$ cat src/rtl/snoop_dispatch_pkg.sv
// Shared request kind codes for the snoop dispatcher.
// Assumes a 2-bit kind field on the request port.
package snoop_dispatch_pkg;
    typedef enum logic [1:0] {
        KIND_READ  = 2'd0,
        KIND_OWN   = 2'd1,
        KIND_CODE  = 2'd2,
        KIND_EVICT = 2'd3
    } req_kind_e;
endpackage

$ cat src/rtl/snoop_target_sel.sv
// Combinational probe target selection.
// Applies, in priority order, eviction (all cores), no-snoop tag,
// stack tag, then filter hit; the requester is excluded unless evicting.
// Assumes req_core < NUM_CORES.
module snoop_target_sel
    import snoop_dispatch_pkg::*;
#(
    parameter int NUM_CORES = 4,
    parameter int CORE_W    = 2
) (
    input  logic [1:0]           kind,
    input  logic [CORE_W-1:0]    core,
    input  logic                 stack,
    input  logic                 no_snoop,
    input  logic                 filter_hit,
    output logic [NUM_CORES-1:0] mask
);
    logic is_evict;
    logic allow;

    // Decide whether any probe is needed at all.
    always_comb begin
        is_evict = (kind == KIND_EVICT);
        if (is_evict)      allow = 1'b1;
        else if (no_snoop) allow = 1'b0;
        else if (stack)    allow = 1'b0;
        else               allow = filter_hit;
    end

    for (genvar i = 0; i < NUM_CORES; i++) begin : g_bit
        // Per-core target bit, self-excluded unless evicting.
        always_comb mask[i] = allow & (is_evict | (core != CORE_W'(i)));
    end
endmodule

$ cat src/rtl/snoop_probe_fifo.sv
// First-in first-out probe queue with full/empty flags.
// Assumes the writer never writes when full and the reader never
// reads when empty; DEPTH need not be a power of two.
module snoop_probe_fifo #(
    parameter int WIDTH = 20,
    parameter int DEPTH = 4
) (
    input  logic             clk,
    input  logic             rst_n,
    input  logic             wr_en,
    input  logic [WIDTH-1:0] wr_data,
    input  logic             rd_en,
    output logic [WIDTH-1:0] rd_data,
    output logic             full,
    output logic             empty
);
    localparam int PTR_W = (DEPTH > 1) ? $clog2(DEPTH) : 1;
    localparam int CNT_W = $clog2(DEPTH + 1);

    logic [WIDTH-1:0] mem [DEPTH];
    logic [PTR_W-1:0] wr_ptr, rd_ptr;
    logic [CNT_W-1:0] count;

    // Advance pointers and occupancy.
    always_ff @(posedge clk) begin
        if (!rst_n) begin
            wr_ptr <= '0;
            rd_ptr <= '0;
            count  <= '0;
        end else begin
            if (wr_en) wr_ptr <= (wr_ptr == PTR_W'(DEPTH-1)) ? '0 : wr_ptr + 1'b1;
            if (rd_en) rd_ptr <= (rd_ptr == PTR_W'(DEPTH-1)) ? '0 : rd_ptr + 1'b1;
            if (wr_en && !rd_en)      count <= count + 1'b1;
            else if (!wr_en && rd_en) count <= count - 1'b1;
        end
    end

    // Store written entries.
    always_ff @(posedge clk) begin
        if (wr_en) mem[wr_ptr] <= wr_data;
    end

    // Present head entry and flags.
    always_comb begin
        rd_data = mem[rd_ptr];
        full    = (count == CNT_W'(DEPTH));
        empty   = (count == '0);
    end

    p_no_overflow_r8: assert property (@(posedge clk) disable iff (!rst_n)
        full |-> !wr_en);
    p_no_underflow_r7: assert property (@(posedge clk) disable iff (!rst_n)
        empty |-> !rd_en);
    p_write_shows_r7: assert property (@(posedge clk) disable iff (!rst_n)
        wr_en |=> !empty);
endmodule

$ cat src/rtl/snoop_dispatch.sv
// Top of the filtered snoop dispatcher: computes a per-core probe mask
// for each request, enqueues non-empty masks and acknowledges empty ones
// immediately. Assumes a single request per cycle.
module snoop_dispatch
    import snoop_dispatch_pkg::*;
#(
    parameter int NUM_CORES = 4,
    parameter int ADDR_W    = 16,
    parameter int DEPTH     = 4
) (
    input  logic                          clk,
    input  logic                          rst_n,
    input  logic                          req_valid,
    output logic                          req_ready,
    input  logic [1:0]                    req_kind,
    input  logic [$clog2(NUM_CORES)-1:0]  req_core,
    input  logic                          req_stack,
    input  logic                          req_no_snoop,
    input  logic                          req_filter_hit,
    input  logic [ADDR_W-1:0]             req_addr,
    output logic                          probe_valid,
    input  logic                          probe_ready,
    output logic [NUM_CORES-1:0]          probe_mask,
    output logic [ADDR_W-1:0]             probe_addr
);
    localparam int CORE_W  = $clog2(NUM_CORES);
    localparam int ENTRY_W = NUM_CORES + ADDR_W;

    logic [NUM_CORES-1:0] sel_mask;
    logic                 q_full, q_empty, push, pop, needs_probe;
    logic [ENTRY_W-1:0]   head;

    snoop_target_sel #(.NUM_CORES(NUM_CORES), .CORE_W(CORE_W)) u_sel (
        .kind(req_kind), .core(req_core), .stack(req_stack),
        .no_snoop(req_no_snoop), .filter_hit(req_filter_hit), .mask(sel_mask)
    );

    // Handshake: empty masks bypass, others need a free slot.
    always_comb begin
        needs_probe = |sel_mask;
        req_ready   = !needs_probe || !q_full;
        push        = req_valid && needs_probe && !q_full;
        pop         = probe_valid && probe_ready;
    end

    snoop_probe_fifo #(.WIDTH(ENTRY_W), .DEPTH(DEPTH)) u_fifo (
        .clk(clk), .rst_n(rst_n), .wr_en(push), .wr_data({sel_mask, req_addr}),
        .rd_en(pop), .rd_data(head), .full(q_full), .empty(q_empty)
    );

    // Split the queue head into the probe fields.
    always_comb begin
        probe_valid = !q_empty;
        probe_mask  = head[ENTRY_W-1:ADDR_W];
        probe_addr  = head[ADDR_W-1:0];
    end

    p_evict_all_r1: assert property (@(posedge clk) disable iff (!rst_n)
        (req_valid && req_kind == KIND_EVICT) |-> (sel_mask == '1));
    p_no_snoop_r2: assert property (@(posedge clk) disable iff (!rst_n)
        (req_valid && req_kind != KIND_EVICT && req_no_snoop) |-> (sel_mask == '0));
    p_stack_r3: assert property (@(posedge clk) disable iff (!rst_n)
        (req_valid && req_kind != KIND_EVICT && req_stack) |-> (sel_mask == '0));
    p_self_clear_r5: assert property (@(posedge clk) disable iff (!rst_n)
        (req_valid && req_kind != KIND_EVICT) |-> !sel_mask[req_core]);
    p_bypass_r6: assert property (@(posedge clk) disable iff (!rst_n)
        (sel_mask == '0) |-> req_ready);
    p_full_hold_r8: assert property (@(posedge clk) disable iff (!rst_n)
        (q_full && !pop) |=> q_full);
    p_probe_nonzero_r7: assert property (@(posedge clk) disable iff (!rst_n)
        probe_valid |-> (probe_mask != '0));
endmodule

$ cat config.mk
export PLATFORM = sky130hd
export DESIGN_NAME = snoop_dispatch
export DESIGN_NICKNAME = d
export VERILOG_FILES = /design/src/rtl/snoop_dispatch_pkg.sv /design/src/rtl/snoop_target_sel.sv /design/src/rtl/snoop_probe_fifo.sv /design/src/rtl/snoop_dispatch.sv
export SDC_FILE = /design/constraint.sdc
export NUM_CORES = 1
export LEC_CHECK = 0
export BUFFER_PORTS_ARGS = -buffer_cell sky130_fd_sc_hd__buf_2
export CAP_MARGIN = 20
export CELL_PAD_IN_SITES_DETAIL_PLACEMENT = 1
export CELL_PAD_IN_SITES_GLOBAL_PLACEMENT = 2
export CORE_UTILIZATION = 46
export CTS_CLUSTER_DIAMETER = 50
export DETAILED_ROUTE_END_ITERATION = 8
export PLACE_DENSITY_LB_ADDON = 0.1
export SYNTH_ARGS = -nofsm -noshare
export SYNTH_HDL_FRONTEND = slang
export SYNTH_SLANG_ARGS = --single-unit
$ cat constraint.sdc
create_clock -name clk -period 6.5 [get_ports clk]
set_input_delay 1.3 -clock clk [delete_from_list [all_inputs] [get_ports clk]]
set_output_delay 1.3 -clock clk [all_outputs]
set_load 0.03 [all_outputs]
==> reports/results.md, run 1 <==
## Status
- **result of the run** finished clean

## Route
- **average via count per standard cell** 5.18
- **drt initial violations** 97
- **total wirelength of the detailed-routed design** 6080 µm
- **number of optimization iterations in the first detailed-route pass** 4
- **routed length per placed instance** 18.9 µm
- **routed via count** 1667
- **remaining antenna violation count** 0
- **# DRC** 0

## Synthesis
- **fraction of synthesized cell area taken by the top area cell type** 0.701
- **sequential fraction of the synthesis area** 0.753
- **warnings from Yosys** 0
- **most frequent cells after synthesis** 80 x sky130_fd_sc_hd__edfxtp_1, 20 x sky130_fd_sc_hd__mux4_2, 9 x sky130_fd_sc_hd__dfxtp_1, 6 x sky130_fd_sc_hd__ha_1, 6 x sky130_fd_sc_hd__nand2_1
- **Synth area leaders** sky130_fd_sc_hd__edfxtp_1 70%, sky130_fd_sc_hd__mux4_2 13%, sky130_fd_sc_hd__dfxtp_1 5.3%, sky130_fd_sc_hd__ha_1 2.2%, sky130_fd_sc_hd__mux2i_1 1.2%
- **number of enable-type register cells in the synthesized netlist** 80
- **number of register bits inferred by synthesis** 89
- **post-synthesis cell type count** 26
- **Cells after Synth** 162
- **fraction of registers with async set/reset** 0
- **most used standard cell by instance count after synthesis** sky130_fd_sc_hd__edfxtp_1
- **dominant cell type by area after synthesis** sky130_fd_sc_hd__edfxtp_1
- **Avg Cell Area, Syn** 21.2 µm²
- **post-synth design cell area** 3430 µm²
- **post-synth net total** 196
- **most frequently used flop master after synthesis** sky130_fd_sc_hd__edfxtp_1

## Timing
- **fin crit share** 0.563
- **final-report hold violation count** 0
- **actual transition at the worst max-transition pin** 1.06 ns
- **final count of pins violating max slew** 0
- **number of setup violations in the final report** 0
- **Max Freq** 273 MHz
- **Hold Slack** 0.523 ns
- **worst-case headroom to the max-slew limit** 0.294
- **unrepaired setup endpoints after global routing** no
- **Layout Skew** 0.0106 ns
- **Setup Total Neg Slack** 0 ns
- **clock period minus final worst setup slack** 3.66 ns

## Power
- **fraction of power consumed by combinational cells** 0.228
- **clock network fraction of design power** 0.272
- **part of the power in registers** 0.500
- **Sw Ratio** 0.292
- **VDD IR-drop max** 0.000189 V
- **internal power consumption** 0.958 mW
- **power density over cell area** 340 nW/µm²
- **switching power** 0.395 mW
- **Leak** 1.36 nW

## Die
- **DIE HEIGHT** 88.3 µm
- **effective utilization at floorplan** 0.475
- **placement row count** 31
- **Die Span X** 88.3 µm
- **die footprint** 7800 µm²
- **I/O pin cnt** 49
- **placeable core area** 7210 µm²

## Clock tree
- **Bufs on Longest Clock Path** 2
- **CTS H-tree lvls** 3
- **clock slew seen by the registers of the worst setup and hold paths** 0.08 ns
- **clk sinks** 89
- **Post-CTS Setup Repair Bufs** 0
- **hold-fix buffers at CTS** 0
- **post-cts resize count** 0
- **Clk Tree Root Cell** sky130_fd_sc_hd__clkbuf_8
- **Skew-Pair Late Insertion Delay** 0.34 ns
- **TritonCTS clock tree** yes
- **Inserted Clock Buffers** 9

## Worst setup path
- **kind of capture point of the worst setup path** primary output
- **critical path data arrival time** 2.36 ns
- **largest fanout of any net on the critical path** 5
- **critical path class** in -> out
- **required time at the worst-slack endpoint** 5.20 ns
- **CP Launch Type** input port

## GRT
- **GRT Overall Usage** 0.171
- **initial antenna violation count** 0
- **vias in the first global route** 1870
- **pin count of the biggest net entering global routing** 21
- **Overflow after GRT** 0
- **global-route wire length before repair** 9430 µm

## Layout
- **Final Cell Area** 3980 µm²
- **final-stage net count** 252
- **layout overhead on the synthesized area** 16.0%
- **non-filler instance count after layout** 322
- **antenna diode count** 0
- **layout cells sized above 1** 0.399

## Placed design
- **last weighted congestion value of the routability-driven placer** 0.746
- **half-perimeter wire length after placement** 4020 µm
- **cell area reported after detailed placement** 3780 µm²
- **total of buffers placed on input and output ports** 48
- **Placed Instances** 306

## Worst hold path
- **Hold/Removal Path Class** reg -> reg

## Job
- **count of maximum capacitance violations** 0

[through the flow]
step | setup WS [ns] | power, mW | util
4_1_cts | 2.84 | 1.37 | 0.551
3_5_place_dp | 2.83 | 1.01 | 0.524
3_3_place_gp | 2.86 | 0.991 | 0.524
5_1_grt | 2.80 | 1.42 | 0.551
2_1_floorplan | 3.00 | 0.919 | -
6_report | 2.84 | 1.35 | 0.551
[cell usage in the layout (no fill, tap or decap), drive strengths merged, types with 4 or more instances in the layout]
| master | instances |
|---|---|
| ha | 6 |
| mux4 | 20 |
| nand2 | 6 |
| mux2i | 4 |
| inv | 6 |
| edfxtp | 80 |
| clkbuf | 10 |
| dfxtp | 9 |
| and2 | 6 |
| buf | 49 |
[state kept, by name (all words and copies together), names as in the netlist, named ones only]
signal	cells
u_fifo.rd_ptr	2
u_fifo.wr_ptr	2
u_fifo.count	3
u_fifo.mem	80
[power groups by stage]
stage	Sequential, mW	Combinational [mW]	Clock [mW]
2_1_floorplan	0.678	0.241	0
3_3_place_gp	0.688	0.304	0
3_5_place_dp	0.692	0.314	0
4_1_cts	0.679	0.316	0.378
5_1_grt	0.683	0.333	0.401
6_report	0.677	0.308	0.368
[final cells by class]
type,count,area (µm²)
Inverter,5,18.8
Multi-Input combinational cell,64,810
Tap cell,99,124
Fill cell,707,3240
Sequential cell,89,2580
Clock buffer,10,128
Clock inverter,6,67.6
Timing Repair Buffer,49,248
[worst max-delay path: stages]
cell and delay, ns:
sky130_fd_sc_hd__buf_2 0.10, sky130_fd_sc_hd__or3b_4 0.41, sky130_fd_sc_hd__and2_2 0.23, sky130_fd_sc_hd__nand2b_1 0.14
sky130_fd_sc_hd__buf_2 0.18
[final timing paths]
check	startpoint	to	slack, ns	depth (start not counted)
setup / recovery	req_stack	req_ready	2.84	5
hold / removal	u_fifo.wr_ptr[1]$_SDFFE_PN0P_	u_fifo.wr_ptr[1]$_SDFFE_PN0P_	0.52	2
hold reg to reg	u_fifo.wr_ptr[1]$_SDFFE_PN0P_	u_fifo.wr_ptr[1]$_SDFFE_PN0P_	0.52	2
setup reg to reg	u_fifo.count[0]$_SDFFE_PN0P_	u_fifo.count[2]$_SDFFE_PN0P_	4.11	8
[metal layers]
metal  vias to the layer above  routed length [µm]  share of wire  track usage
met5                         -                   0              0            0
met4                         0                  53         0.0087       0.0572
met3                         6                 210          0.035       0.0429
met2                        35                3330           0.55        0.301
met1                       865                2480           0.41        0.208
li1                        761                   -              -            -
[logic make-up after synthesis]
family | synth area share
buffers and inverters | 0.0106
xor gates and xnor gates | 0.00511
AOI/OAI and AO/OA | 0.0234
adders and majority gates | 0.0277
DFF | 0.753
and+or+nand+nor | 0.0369
muxes | 0.143
Note: power is estimated with default switching activity, not from simulation.
==> run 2: changes to the inputs <==
- CORE_UTILIZATION: 46 -> 43
- clock period: 6.5 -> 3.45 ns (I/O delays scaled with it)
==> run 2 against run 1 <==
Against the previous run: first-iteration DRC count down 11%; total power is 99% higher; global-route usage is 0.56 points lower; cell count increased by 2.2%; sequential cell count unchanged; sequential share of layout area down 1.3 points; critical path type is now in -> reg.
==> reports/results.md, run 2 (synthesis results as in run 1) <==
## Status
- **result of the run** finished clean

## Layout
- **final-stage net count** 257, +2.0%
- **largest registers in the final layout** u_fifo.mem: 80 flops, u_fifo.count: 3 flops
- **commonest cells after routing, fill and taps aside** 80 x sky130_fd_sc_hd__edfxtp_1, 48 x sky130_fd_sc_hd__buf_2, 20 x sky130_fd_sc_hd__mux4_2
- **antenna diode count** 0, unchanged
- **total area of multi-input combinational cells** 810 µm², unchanged
- **area used by sequential logic in the layout** 2580 µm², about the same
- **layout overhead on the synthesized area** 18.5%
- **Largest register FFs** 80, unchanged
- **Final Cell Area** 4060 µm², +2.2%
- **layout cells sized above 1** 0.419, +0.0194
- **number of fillers in the final layout** 738, +4.4%
- **most common cell after layout, fill and taps aside** sky130_fd_sc_hd__edfxtp_1
- **largest register by flop count** u_fifo.mem

## Placed design
- **half-perimeter wire length after placement** 4250 µm, +5.6%
- **pre-CTS WS** 0.341 ns, -2.49 ns
- **last weighted congestion value of the routability-driven placer** 0.704, -5.7%
- **total of buffers placed on input and output ports** 48, unchanged
- **cell area reported after detailed placement** 3820 µm², +1.1%

## Timing
- **crit path setup slack, layout** 0.686 ns, -2.15 ns
- **number of setup violations in the final report** 0, unchanged
- **unrepaired setup endpoints after global routing** no
- **Layout Skew** 0.00583 ns, -0.00472 ns
- **Setup Total Neg Slack** 0 ns, unchanged
- **final count of pins violating max slew** 0, unchanged
- **worst-case headroom to the max-slew limit** 0.492, +0.198
- **fin crit share** 0.801
- **clock period minus final worst setup slack** 2.76 ns
- **final-report hold violation count** 0, unchanged
- **Max Freq** 362 MHz
- **actual transition at the worst max-transition pin** 0.762 ns, -0.297 ns

## Worst hold path
- **Hold/Removal Path Class** reg -> reg

## Clock tree
- **Clk Tree Root Cell** sky130_fd_sc_hd__clkbuf_8
- **hold-fix buffers at CTS** 0, unchanged
- **Post-CTS Setup Repair Bufs** 0, unchanged
- **post-cts resize count** 0, unchanged
- **CTS H-tree lvls** 3, unchanged
- **clk sinks** 89, unchanged
- **Bufs on Longest Clock Path** 2, unchanged
- **Inserted Clock Buffers** 9, unchanged
- **clock slew seen by the registers of the worst setup and hold paths** 0.08 ns, about the same
- **Skew-Pair Late Insertion Delay** 0.34 ns, about the same
- **TritonCTS clock tree** yes

## Worst setup path
- **critical path data arrival time** 3.02 ns, +0.66 ns
- **critical path class** in -> reg
- **kind of capture point of the worst setup path** flip-flop
- **kind of cell with the highest combined delay on the critical path** simple AND/OR/NAND/NOR gates
- **CP Launch Type** input port
- **biggest cell delay along the critical path** 0.42 ns, about the same
- **Crit-path slowest cell** sky130_fd_sc_hd__a211oi_4
- **sequence of cells on the critical path** buf_2 > or3b_4 > a211oi_4 > ha_1 > inv_1 > fa_1 > xor2_1 > or3_1 > a21boi_0
- **required time at the worst-slack endpoint** 3.71 ns, -1.49 ns
- **largest fanout of any net on the critical path** 7, +2
- **Worst Path Buf+Inv** 2, unchanged

## Power
- **Leak** 1.41 nW, +3.7%
- **power density over cell area** 663 nW/µm², +95%
- **VDD IR-drop max** 0.000352 V, +87%

## Route
- **total wirelength of the detailed-routed design** 6180 µm, +1.6%
- **# DRC** 0, unchanged
- **average via count per standard cell** 5.09, -1.6%
- **routed via count** 1676, +0.54%
- **remaining antenna violation count** 0, unchanged
- **routed length per placed instance** 18.8 µm, -0.55%
- **drt initial violations** 86, -11%
- **number of optimization iterations in the first detailed-route pass** 4, unchanged

## Die
- **placeable core area** 7730 µm², +7.1%
- **Die Span X** 91.3 µm, +3.4%
- **DIE HEIGHT** 91.3 µm, +3.4%
- **placement row count** 32, +3.2%
- **effective utilization at floorplan** 0.444, -0.0315
- **I/O pin cnt** 49, unchanged
- **die footprint** 8330 µm², +6.8%

## GRT
- **vias in the first global route** 1842, -1.5%
- **pin count of the biggest net entering global routing** 21, unchanged
- **GRT Overall Usage** 0.166, -0.00555
- **Overflow after GRT** 0, unchanged
- **initial antenna violation count** 0, unchanged
- **global-route wire length before repair** 9880 µm, +4.7%

## Job
- **count of maximum capacitance violations** 0, unchanged

[run 2: stage by stage]
stage | total power, mW | cells | hold slack [ns] | util
floorplan | 1.73 | 162 | 0.468 | -
global placement | 1.87 | 314 | 0.486 | 0.495
detailed placement | 1.90 | 314 | 0.508 | 0.495
CTS | 2.73 | 329 | 0.520 | 0.526
global route | 2.80 | 329 | 0.540 | 0.526
finish | 2.70 | 329 | 0.512 | 0.526
[run 2: worst register-to-register path: stages, from the launching register on]
cell,delay (ns)
sky130_fd_sc_hd__dfxtp_1,0.48
sky130_fd_sc_hd__nor3b_2,0.12
sky130_fd_sc_hd__a211oi_4,0.40
sky130_fd_sc_hd__ha_1,0.27
sky130_fd_sc_hd__inv_1,0.07
sky130_fd_sc_hd__fa_1,0.39
sky130_fd_sc_hd__xor2_1,0.16
sky130_fd_sc_hd__or3_1,0.32
sky130_fd_sc_hd__a21boi_0,0.20
[run 2: where the power goes]
| part | switching [mW] | internal, mW |
|---|---|---|
| clock | 0.357 | 0.482 |
| combinational | 0.311 | 0.240 |
| sequential | 0.0785 | 1.23 |
[run 2: cell type report]
cell class | instances | share of cell area
tap | 102 | 0.0314
inverter | 5 | 0.00462
clock inverter | 6 | 0.0283
clock buffer | 9 | 0.0305
sequential | 89 | 0.636
multi-input combinational | 64 | 0.199
timing repair buffer | 54 | 0.0702
[run 2: routing by layer]
metal | up-vias | wire length (µm) | global-route usage
met2 | 35 | 3440 | 0.300
met4 | 0 | 112 | 0.0807
met1 | 860 | 2440 | 0.190
met5 | - | 0 | 0
li1 | 771 | - | -
met3 | 10 | 188 | 0.0285
[run 2: worst paths after layout]
| path | endpoint | cells after the start | slack (ns) | startpoint |
|---|---|---|---|---|
| max reg2reg | u_fifo.count[2]$_SDFFE_PN0P_ | 8 | 0.96 | u_fifo.count[0]$_SDFFE_PN0P_ |
| max | u_fifo.count[2]$_SDFFE_PN0P_ | 9 | 0.69 | req_stack |
| min reg2reg | flip-flop | 2 | 0.51 | u_fifo.rd_ptr[0]$_SDFFE_PN0P_ |
| min | flip-flop | 2 | 0.51 | u_fifo.rd_ptr[0]$_SDFFE_PN0P_ |
==> run 3: changes to the inputs <==
- CORE_UTILIZATION: 43 -> 39
- clock period: 3.45 -> 2.45 ns (I/O delays scaled with it)
==> run 3 against run 2 <==
Against the previous run: first-iteration DRC count down 15%; via count up 1.9%; highest routed layer unchanged; global-route usage down 1.3 points; clock power up 15%; wire length up 1.3%.
==> reports/results.md, run 3 (synthesis results as in run 1) <==
## Timing
- **unrepaired setup endpoints after global routing** no
- **final-report hold violation count** 0, unchanged
- **worst-case headroom to the max-slew limit** 0.651, +0.159
- **Layout Skew** 0.0108 ns, +0.00498 ns
- **Max Freq** 448 MHz
- **actual transition at the worst max-transition pin** 0.521 ns, -0.240 ns
- **clock period minus final worst setup slack** 2.23 ns
- **Hold Slack** 0.358 ns, -0.153 ns
- **fin crit share** 0.911
- **number of setup violations in the final report** 0, unchanged
- **final count of pins violating max slew** 0, unchanged

## GRT
- **met1 GRT Util** 0.180, -0.00995
- **GRT Overall Usage** 0.153, -0.0128
- **global-route wire length before repair** 9810 µm, -0.70%
- **most heavily used metal layer in global routing** met2
- **vias in the first global route** 1910, +3.7%
- **GR Layer Usage met3** 0.0332, +0.00470
- **Overflow after GRT** 0, unchanged
- **pin count of the biggest net entering global routing** 21, unchanged
- **met2 layer usage reported by global route** 0.273, -0.0267
- **initial antenna violation count** 0, unchanged

## Placed design
- **cell area reported after detailed placement** 3900 µm², +1.9%
- **total of buffers placed on input and output ports** 48, unchanged
- **last weighted congestion value of the routability-driven placer** 0.677, -3.8%
- **half-perimeter wire length after placement** 4390 µm, +3.3%

## Worst setup path
- **kind of capture point of the worst setup path** flip-flop
- **critical path data arrival time** 2.50 ns, -0.52 ns
- **largest fanout of any net on the critical path** 5, -2
- **required time at the worst-slack endpoint** 2.71 ns, -1.00 ns
- **CP Launch Type** flip-flop
- **critical path class** reg -> reg

## Die
- **effective utilization at floorplan** 0.411, -0.0326
- **Die Span X** 95.8 µm, +4.9%
- **I/O pin cnt** 49, unchanged
- **die footprint** 9170 µm², +10%
- **DIE HEIGHT** 95.8 µm, +4.9%
- **placeable core area** 8340 µm², +7.9%
- **placement row count** 33, +3.1%

## Route
- **number of optimization iterations in the first detailed-route pass** 4, unchanged
- **routed via count** 1708, +1.9%
- **routed length per placed instance** 18.5 µm, -1.4%
- **drt initial violations** 73, -15%
- **total wirelength of the detailed-routed design** 6260 µm, +1.3%
- **# DRC** 0, unchanged
- **average via count per standard cell** 5.05, -0.80%
- **remaining antenna violation count** 0, unchanged

## Power
- **VDD IR-drop max** 0.000350 V, -0.56%
- **Leak** 1.41 nW, +0.41%
- **post-route total power** 3.63 mW, +34%
- **power density over cell area** 886 nW/µm², +34%

## Layout
- **antenna diode count** 0, unchanged
- **largest register by flop count** u_fifo.mem
- **total area of multi-input combinational cells** 815 µm², +0.62%
- **number of fillers in the final layout** 801, +8.5%
- **Largest register FFs** 80, unchanged
- **final-stage net count** 262, +1.9%
- **layout overhead on the synthesized area** 19.4%
- **commonest cells after routing, fill and taps aside** 80 x sky130_fd_sc_hd__edfxtp_1, 48 x sky130_fd_sc_hd__buf_2, 20 x sky130_fd_sc_hd__mux4_2
- **largest registers in the final layout** u_fifo.mem: 80 flops, u_fifo.count: 3 flops
- **layout cells sized above 1** 0.433, +0.0150
- **area used by sequential logic in the layout** 2590 µm², about the same
- **most common cell after layout, fill and taps aside** sky130_fd_sc_hd__edfxtp_1
- **Final Cell Area** 4090 µm², +0.71%

## Clock tree
- **clock slew seen by the registers of the worst setup and hold paths** 0.09 ns, about the same
- **TritonCTS clock tree** yes
- **clk sinks** 89, unchanged
- **Bufs on Longest Clock Path** 2, unchanged
- **Inserted Clock Buffers** 9, unchanged
- **hold-fix buffers at CTS** 0, unchanged
- **Skew-Pair Late Insertion Delay** 0.34 ns, about the same
- **CTS H-tree lvls** 3, unchanged
- **Clk Tree Root Cell** sky130_fd_sc_hd__clkbuf_8

## Job
- **count of maximum capacitance violations** 0, unchanged

## Worst hold path
- **Hold/Removal Path Class** in -> reg

## Status
- **result of the run** finished clean

run 3: metal layers:
metal	vias up	share of wire	wire length (µm)
met3	7	0.031	196
met4	0	0.014	85
met2	33	0.53	3350
li1	784	-	-
met1	884	0.42	2630
met5	-	0	0
run 3: path summary, 6_finish.rpt:
kind              slack (ns)                            end  cells after the start                           from
setup / recovery        0.22   u_fifo.count[2]$_SDFFE_PN0P_                      7   u_fifo.count[0]$_SDFFE_PN0P_
setup reg to reg        0.22   u_fifo.count[2]$_SDFFE_PN0P_                      7   u_fifo.count[0]$_SDFFE_PN0P_
hold / removal          0.36     u_fifo.mem[2][9]$_DFFE_PP_                      1                    req_addr[9]
hold reg to reg         0.50  u_fifo.wr_ptr[1]$_SDFFE_PN0P_                      2  u_fifo.wr_ptr[1]$_SDFFE_PN0P_
run 3: worst max-delay path, stage by stage (launching register included):
cell and delay (ns):
sky130_fd_sc_hd__dfxtp_1 0.39, sky130_fd_sc_hd__o31ai_2 0.44, sky130_fd_sc_hd__ha_2 0.28, sky130_fd_sc_hd__inv_1 0.05, sky130_fd_sc_hd__fa_2 0.33, sky130_fd_sc_hd__xor2_1 0.15, sky130_fd_sc_hd__or3_1 0.32, sky130_fd_sc_hd__a21boi_1 0.19
run 3: per-stage QoR:
step | util | setup WS (ns) | TNS (ns) | std cells
floorplan | - | 0.00978 | 0 | 162
global placement | 0.467 | 0.0284 | 0 | 322
detailed placement | 0.467 | -0.153 | -0.153 | 322
CTS | 0.490 | 0.0394 | 0 | 338
global route | 0.491 | 0.0945 | 0 | 338
finish | 0.491 | 0.217 | 0 | 338
run 3: where the power goes:
| group | switching, mW | internal (mW) |
|---|---|---|
| sequential | 0.0803 | 1.73 |
| combinational | 0.479 | 0.369 |
| clock | 0.497 | 0.470 |
run 3: layout make-up:
class / instances / share of cell area
clock buffer: 9 / 0.0303
clock inverter: 7 / 0.0171
inverter: 5 / 0.00459
multi-input combinational: 64 / 0.199
sequential: 89 / 0.632
tap: 105 / 0.0321
timing repair buffer: 59 / 0.0850
run 3: what timing repair did:
action,4_1_cts,5_1_grt
setup endpoints to repair,0,6
resized for setup,0,1
setup buffers,0,0
